[config.mk]
export PLATFORM = sky130hd
export DESIGN_NAME = i2c_evt_responder
export DESIGN_NICKNAME = d
export VERILOG_FILES = /design/src/rtl/i2cr_pkg.sv /design/src/rtl/i2cr_decode.sv /design/src/rtl/i2cr_session.sv /design/src/rtl/i2cr_table.sv /design/src/rtl/i2c_evt_responder.sv
export SDC_FILE = /design/constraint.sdc
export NUM_CORES = 1
export LEC_CHECK = 0
export ABC_AREA = 1
export CORE_MARGIN = 5
export CORE_UTILIZATION = 34
export DETAILED_ROUTE_END_ITERATION = 7
export SLEW_MARGIN = 20
export SYNTH_ARGS = -nofsm -noshare
export SYNTH_HDL_FRONTEND = slang
export SYNTH_SLANG_ARGS = --single-unit
[constraint.sdc]
create_clock -name clk -period 3.6 [get_ports clk]
set_input_delay 0.36 -clock clk [delete_from_list [all_inputs] [get_ports clk]]
set_output_delay 0.36 -clock clk [all_outputs]
set_load 0.05 [all_outputs]
[src/rtl/i2cr_pkg.sv]
package i2cr_pkg;
  // width of the opcode field in an event word
  localparam int OP_W = 8;

  // opcode values; the event source depends on these exact codes
  localparam logic [OP_W-1:0] OP_STOP  = 8'h00;
  localparam logic [OP_W-1:0] OP_START = 8'h01;
  localparam logic [OP_W-1:0] OP_WRITE = 8'h02;
  localparam logic [OP_W-1:0] OP_READ  = 8'h03;

  typedef enum logic [2:0] {
    EV_NONE,
    EV_START,
    EV_WRITE,
    EV_READ,
    EV_STOP
  } ev_kind_e;
endpackage

[src/rtl/i2cr_decode.sv]
// Classifies one event word; anything unrecognised becomes EV_NONE.
module i2cr_decode
  import i2cr_pkg::*;
#(
  parameter int DATA_W = 8,
  localparam int EVT_W = OP_W + DATA_W
) (
  input  logic              evt_valid,
  input  logic [EVT_W-1:0]  evt_code,
  output ev_kind_e          kind,
  output logic [DATA_W-1:0] payload
);
  logic [OP_W-1:0] op;

  always_comb begin
    op      = evt_code[EVT_W-1:DATA_W];
    payload = evt_code[DATA_W-1:0];
    kind    = EV_NONE;
    if (evt_valid) begin
      case (op)
        OP_START: kind = EV_START;
        OP_WRITE: kind = EV_WRITE;
        OP_READ:  kind = EV_READ;
        OP_STOP:  kind = (payload == '0) ? EV_STOP : EV_NONE;
        default:  kind = EV_NONE;
      endcase
    end
  end
endmodule

[src/rtl/i2cr_session.sv]
// Tracks the open transfer and registers the write strobe.
module i2cr_session
  import i2cr_pkg::*;
#(
  parameter int DATA_W = 8,
  localparam int ADDR_W = DATA_W - 1
) (
  input  logic              clk,
  input  logic              rst,
  input  ev_kind_e          kind,
  input  logic [DATA_W-1:0] payload,
  output logic              active,
  output logic [ADDR_W-1:0] addr,
  output logic              is_read,
  output logic              rd_hit,
  output logic              wr_strobe,
  output logic [DATA_W-1:0] wr_data,
  output logic [ADDR_W-1:0] wr_addr
);
  logic wr_hit;

  always_comb begin
    rd_hit = (kind == EV_READ)  && active &&  is_read;
    wr_hit = (kind == EV_WRITE) && active && !is_read;
  end

  always_ff @(posedge clk) begin
    if (rst) begin
      active    <= 1'b0;
      addr      <= '0;
      is_read   <= 1'b0;
      wr_strobe <= 1'b0;
      wr_data   <= '0;
      wr_addr   <= '0;
    end else begin
      wr_strobe <= wr_hit;
      if (wr_hit) begin
        wr_data <= payload;
        wr_addr <= addr;
      end
      case (kind)
        EV_START: begin
          active  <= 1'b1;
          addr    <= payload[DATA_W-1:1];
          is_read <= payload[0];
        end
        EV_STOP: begin
          active  <= 1'b0;
          is_read <= 1'b0;
        end
        default: ;
      endcase
    end
  end
endmodule

[src/rtl/i2cr_table.sv]
// Per-address response bytes. The data array has a synchronous write and an
// asynchronous read with no reset, so it maps to distributed RAM; the
// separate valid vector carries the reset.
module i2cr_table #(
  parameter int DATA_W = 8,
  parameter logic [DATA_W-1:0] FILL = '1,
  localparam int ADDR_W = DATA_W - 1,
  localparam int DEPTH = 1 << ADDR_W
) (
  input  logic              clk,
  input  logic              rst,
  input  logic              we,
  input  logic [ADDR_W-1:0] waddr,
  input  logic [DATA_W-1:0] wdata,
  input  logic [ADDR_W-1:0] raddr,
  output logic [DATA_W-1:0] rdata
);
  logic [DATA_W-1:0] mem [DEPTH];
  logic [DEPTH-1:0]  set_q;

  always_ff @(posedge clk) begin
    if (we) mem[waddr] <= wdata;
  end

  always_ff @(posedge clk) begin
    if (rst)     set_q <= '0;
    else if (we) set_q[waddr] <= 1'b1;
  end

  always_comb begin
    rdata = set_q[raddr] ? mem[raddr] : FILL;
  end
endmodule

[src/rtl/i2c_evt_responder.sv]
module i2c_evt_responder
  import i2cr_pkg::*;
#(
  parameter int DATA_W = 8,
  parameter logic [DATA_W-1:0] FILL = '1,
  localparam int ADDR_W = DATA_W - 1,
  localparam int EVT_W = OP_W + DATA_W
) (
  input  logic              clk,
  input  logic              rst,
  input  logic              evt_valid,
  input  logic [EVT_W-1:0]  evt_code,
  output logic              rsp_valid,
  output logic [DATA_W-1:0] rsp_data,
  input  logic              cfg_we,
  input  logic [ADDR_W-1:0] cfg_addr,
  input  logic [DATA_W-1:0] cfg_data,
  output logic              wr_strobe,
  output logic [DATA_W-1:0] wr_data,
  output logic [ADDR_W-1:0] wr_addr,
  output logic              sel_active,
  output logic [ADDR_W-1:0] sel_addr,
  output logic              sel_read
);
  ev_kind_e          kind;
  logic [DATA_W-1:0] payload;
  logic              rd_hit;
  logic [DATA_W-1:0] tbl_data;

  i2cr_decode #(.DATA_W(DATA_W)) u_decode (
    .evt_valid (evt_valid),
    .evt_code  (evt_code),
    .kind      (kind),
    .payload   (payload)
  );

  i2cr_session #(.DATA_W(DATA_W)) u_session (
    .clk       (clk),
    .rst       (rst),
    .kind      (kind),
    .payload   (payload),
    .active    (sel_active),
    .addr      (sel_addr),
    .is_read   (sel_read),
    .rd_hit    (rd_hit),
    .wr_strobe (wr_strobe),
    .wr_data   (wr_data),
    .wr_addr   (wr_addr)
  );

  i2cr_table #(.DATA_W(DATA_W), .FILL(FILL)) u_table (
    .clk   (clk),
    .rst   (rst),
    .we    (cfg_we),
    .waddr (cfg_addr),
    .wdata (cfg_data),
    .raddr (sel_addr),
    .rdata (tbl_data)
  );

  // answered in the event's own cycle: the source is stalled on it
  always_comb begin
    rsp_valid = rd_hit;
    rsp_data  = rd_hit ? tbl_data : FILL;
  end
endmodule

==> out/qor.csv <==
metric;value;unit
outcome;completed;
viasPerCell;5.20;
area_growth;18.3;%
r2r-end;u_session.wr_addr[3]$_SDFFE_PP0P_;
ir_drop;0.395;mV
r2r_setup_slack;1.66;ns
synth-seq-cells;1184;
r2r_start;u_session.active$_SDFFE_PP0P_;
swShare;20.4;%
clk_latency;0.72;ns
tightest_slew;1.08;ns
grt.met2_usage;28.4;%
clock_sinks;1184;
num_rows;138;
grt-ovfl-total;0;
grt_pass1_vias;32400;
wl;145;mm
syn_nets;4507;
grt_max_degree;82;
drt-pass1-iter-count;6;
core;141000;µm²
arrival;3.19;ns
fin_ws;0.0491;ns
syn_inst;4472;
layout-drive-gt1-share;10.6;%
period_share;98.6;%
start_util;34.2;%
intPower;22.8;mW
grt_pass1_wl;211;mm
dieHeight;387;µm
root_buffer;clkbuf_16;
place_ws;-0.0584;ns
hold_path.class;in2reg;
leakagePower;20.4;nW
drc;0;
multi_input_area;12600;µm²
fin_worst_skew;0.0146;ns
busiest_layer;met2;
antenna_found_initial;1;
drv_slew;0;
die-area;150000;µm²
design_area;57100;µm²
cp.required;3.24;ns
syn_avg_cell_area;10.8;µm²
dp_hpwl;81.2;mm
maxCapViolCount;0;
yosys.area.top_type;edfxtp_1;
place_congestion;0.839;
drt_iter0_markers;4157;
r2r_cells;5;
p_seq_share;52.2;%
clockBufferDepth;3;
numCtsBuffers;120;
period_minus_slack;3.55;ns
powerDensity;501;nW/µm²
path_class;reg2out;
synth_area;48300;µm²
setup_viol;0;
pwr-share-comb;2.1;%
register_area;34000;µm²
min_path_cells;1;
critPathLaunchType;flop;
fmax;282;MHz
cts_tree;yes;
fp.dieW;387;µm
holdPathEnd;u_table.mem[90][2]$_DFFE_PP_;
vias;34500;
post-synth-top-area-fraction;63.6;%
critPathCaptureType;output pin;
h-tree-depth;3;
worstPathMaxFanout;49;
port_buffers;68;
synthTopCellsByArea;edfxtp_1 64%, nand2_1 11%, nand3_1 10%;
wire_per_inst;21.8;µm
ios;69;
power.switching;5.84;mW
slew_headroom;27.7;%
ys_types;21;
yosys_warnings;0;
grtUsageMet1;26.3;%
clk_pin_slew_worst_paths;0.06;ns
hp-start;cfg_data[2];
layout.nets;4661;
synth_seq_area_share;70.3;%
grt_usage;18.4;%
use_met3;3.78;%
fill_cells;13300;
post_dp_cell_area;51800;µm²
hold_violations;0;
pwr-share-clk;45.7;%
antenna_left;0;
[Yosys cell counts]
cell / n
buf_4: 34
nor4_1: 3
clkbuf_1: 45
dfxtp_1: 160
nor3_1: 14
inv_2: 3
inv_6: 1
nand4_1: 2
inv_1: 74
nor3_2: 1
nand2_2: 1
buf_6: 51
o21ai_0: 23
edfxtp_1: 1024
buf_1: 30
nor2_1: 417
clkinv_1: 2
nand3_1: 1008
buf_2: 116
a21oi_1: 23
nand2_1: 1440
[sequential cells by signal, summed over array words and instances (netlist names), named ones only]
register             cells
u_session.is_read        1
u_session.addr           7
u_session.wr_data        8
u_session.active         1
u_session.wr_strobe      1
u_table.mem           1024
u_table.set_q          128
u_session.wr_addr        7
[final cells by class]
class                      count  area share (%)
clock inverter                73            1.46
timing repair inverter         4          0.0657
timing repair buffer         304            6.26
tap                         1890            4.14
inverter                      80           0.622
sequential                  1184            59.4
antenna                        2         0.00876
clock buffer                 156            5.87
multi-input combinational   2932            22.1
[critical path, stage by stage (launching register included)]
cell and delay, ns:
dfxtp_4 0.41, buf_16 0.19, inv_6 0.36, nand2_1 0.09
nand3_1 0.09, nand3_1 0.07, nand2_1 0.09, nand2_1 0.06
nand3_1 0.26, nand3_1 0.21, nand3_1 0.17, nand2_1 0.12
nand3_4 0.15, buf_12 0.15
[power groups by stage]
stage | Combinational (mW) | Sequential [mW] | Clock, mW
after global placement | 0.563 | 15.2 | 0
after floorplan | 0.175 | 15.2 | 0
after global routing | 0.631 | 14.9 | 13.9
after CTS | 0.583 | 14.9 | 13.3
final | 0.593 | 14.9 | 13.1
after detailed placement | 0.570 | 15.2 | 0
[per-stage QoR]
step	hold slack (ns)	power [mW]	util (%)	std cells	TNS, ns
2_1_floorplan	0.440	15.4	-	4472	0
3_3_place_gp	0.431	15.8	36.6	6350	-0.0394
3_5_place_dp	0.441	15.8	36.6	6350	-0.0905
4_1_cts	0.0704	28.8	40.1	6601	0
5_1_grt	0.0898	29.4	40.4	6623	-0.0117
6_report	0.106	28.6	40.4	6625	0
[layer usage]
metal | share of wire, % | vias up
met4 | 2.8 | 0
met5 | 0 | -
met3 | 9.4 | 244
li1 | - | 15700
met2 | 45 | 1608
met1 | 42 | 16900
[how the worst max path moves through the flow]
stage | slack [ns] | startpoint | to
floorplan | 0.87 | evt_code[15] | rsp_data[0]
global placement | -0.03 | flop | rsp_data[2]
detailed placement | -0.06 | flop | rsp_data[2]
CTS | 0.01 | u_session.addr[0]$_SDFFE_PP0N_ | rsp_data[0]
global route | -0.01 | flop | rsp_data[7]
finish | 0.05 | flop | rsp_data[5]
[cells by family (layout without fill, tap and decap cells)]
kind of cell / after synthesis / count (layout) / share of synthesized area, %
AO/OA/AOI/OAI: 46 / 46 / 0.477
buffers and inverters: 356 / 617 / 4.13
flip-flops: 1184 / 1184 / 70.3
other: 0 / 2 / 0
AND/OR/NAND/NOR: 2886 / 2886 / 25.1
[what timing repair did]
item,in CTS,in global routing
hold endpoints to repair,0,0
resized for setup,57,28
buffers inserted,8,14
endpoints found under the setup margin,8,8
hold buffers,0,0
pin swaps,3,4
gates cloned,14,8
[placed cells by master, fill, tap and decap left out, types with 4 or more instances in the layout]
cell type / synthesis / layout
dfxtp_4: 0 / 4
clkinvlp_4: 0 / 6
buf_4: 34 / 176
inv_6: 1 / 8
edfxtp_1: 1024 / 1024
clkbuf_16: 0 / 132
a21oi_1: 23 / 23
clkinv_1: 2 / 17
nand2_1: 1440 / 1434
nand2_2: 1 / 4
o21ai_0: 23 / 23
buf_12: 0 / 44
nor3_1: 14 / 14
buf_16: 0 / 15
bufbuf_16: 0 / 7
nand3_4: 0 / 13
nor2_1: 417 / 417
nand3_1: 1008 / 978
clkinv_2: 0 / 27
nand3_2: 0 / 17
clkdlybuf4s50_1: 0 / 50
buf_6: 51 / 4
clkbuf_1: 45 / 20
clkbuf_8: 0 / 11
bufinv_16: 0 / 16
inv_1: 74 / 72
dfxtp_1: 160 / 154
Note: power is estimated with default switching activity, not from simulation.
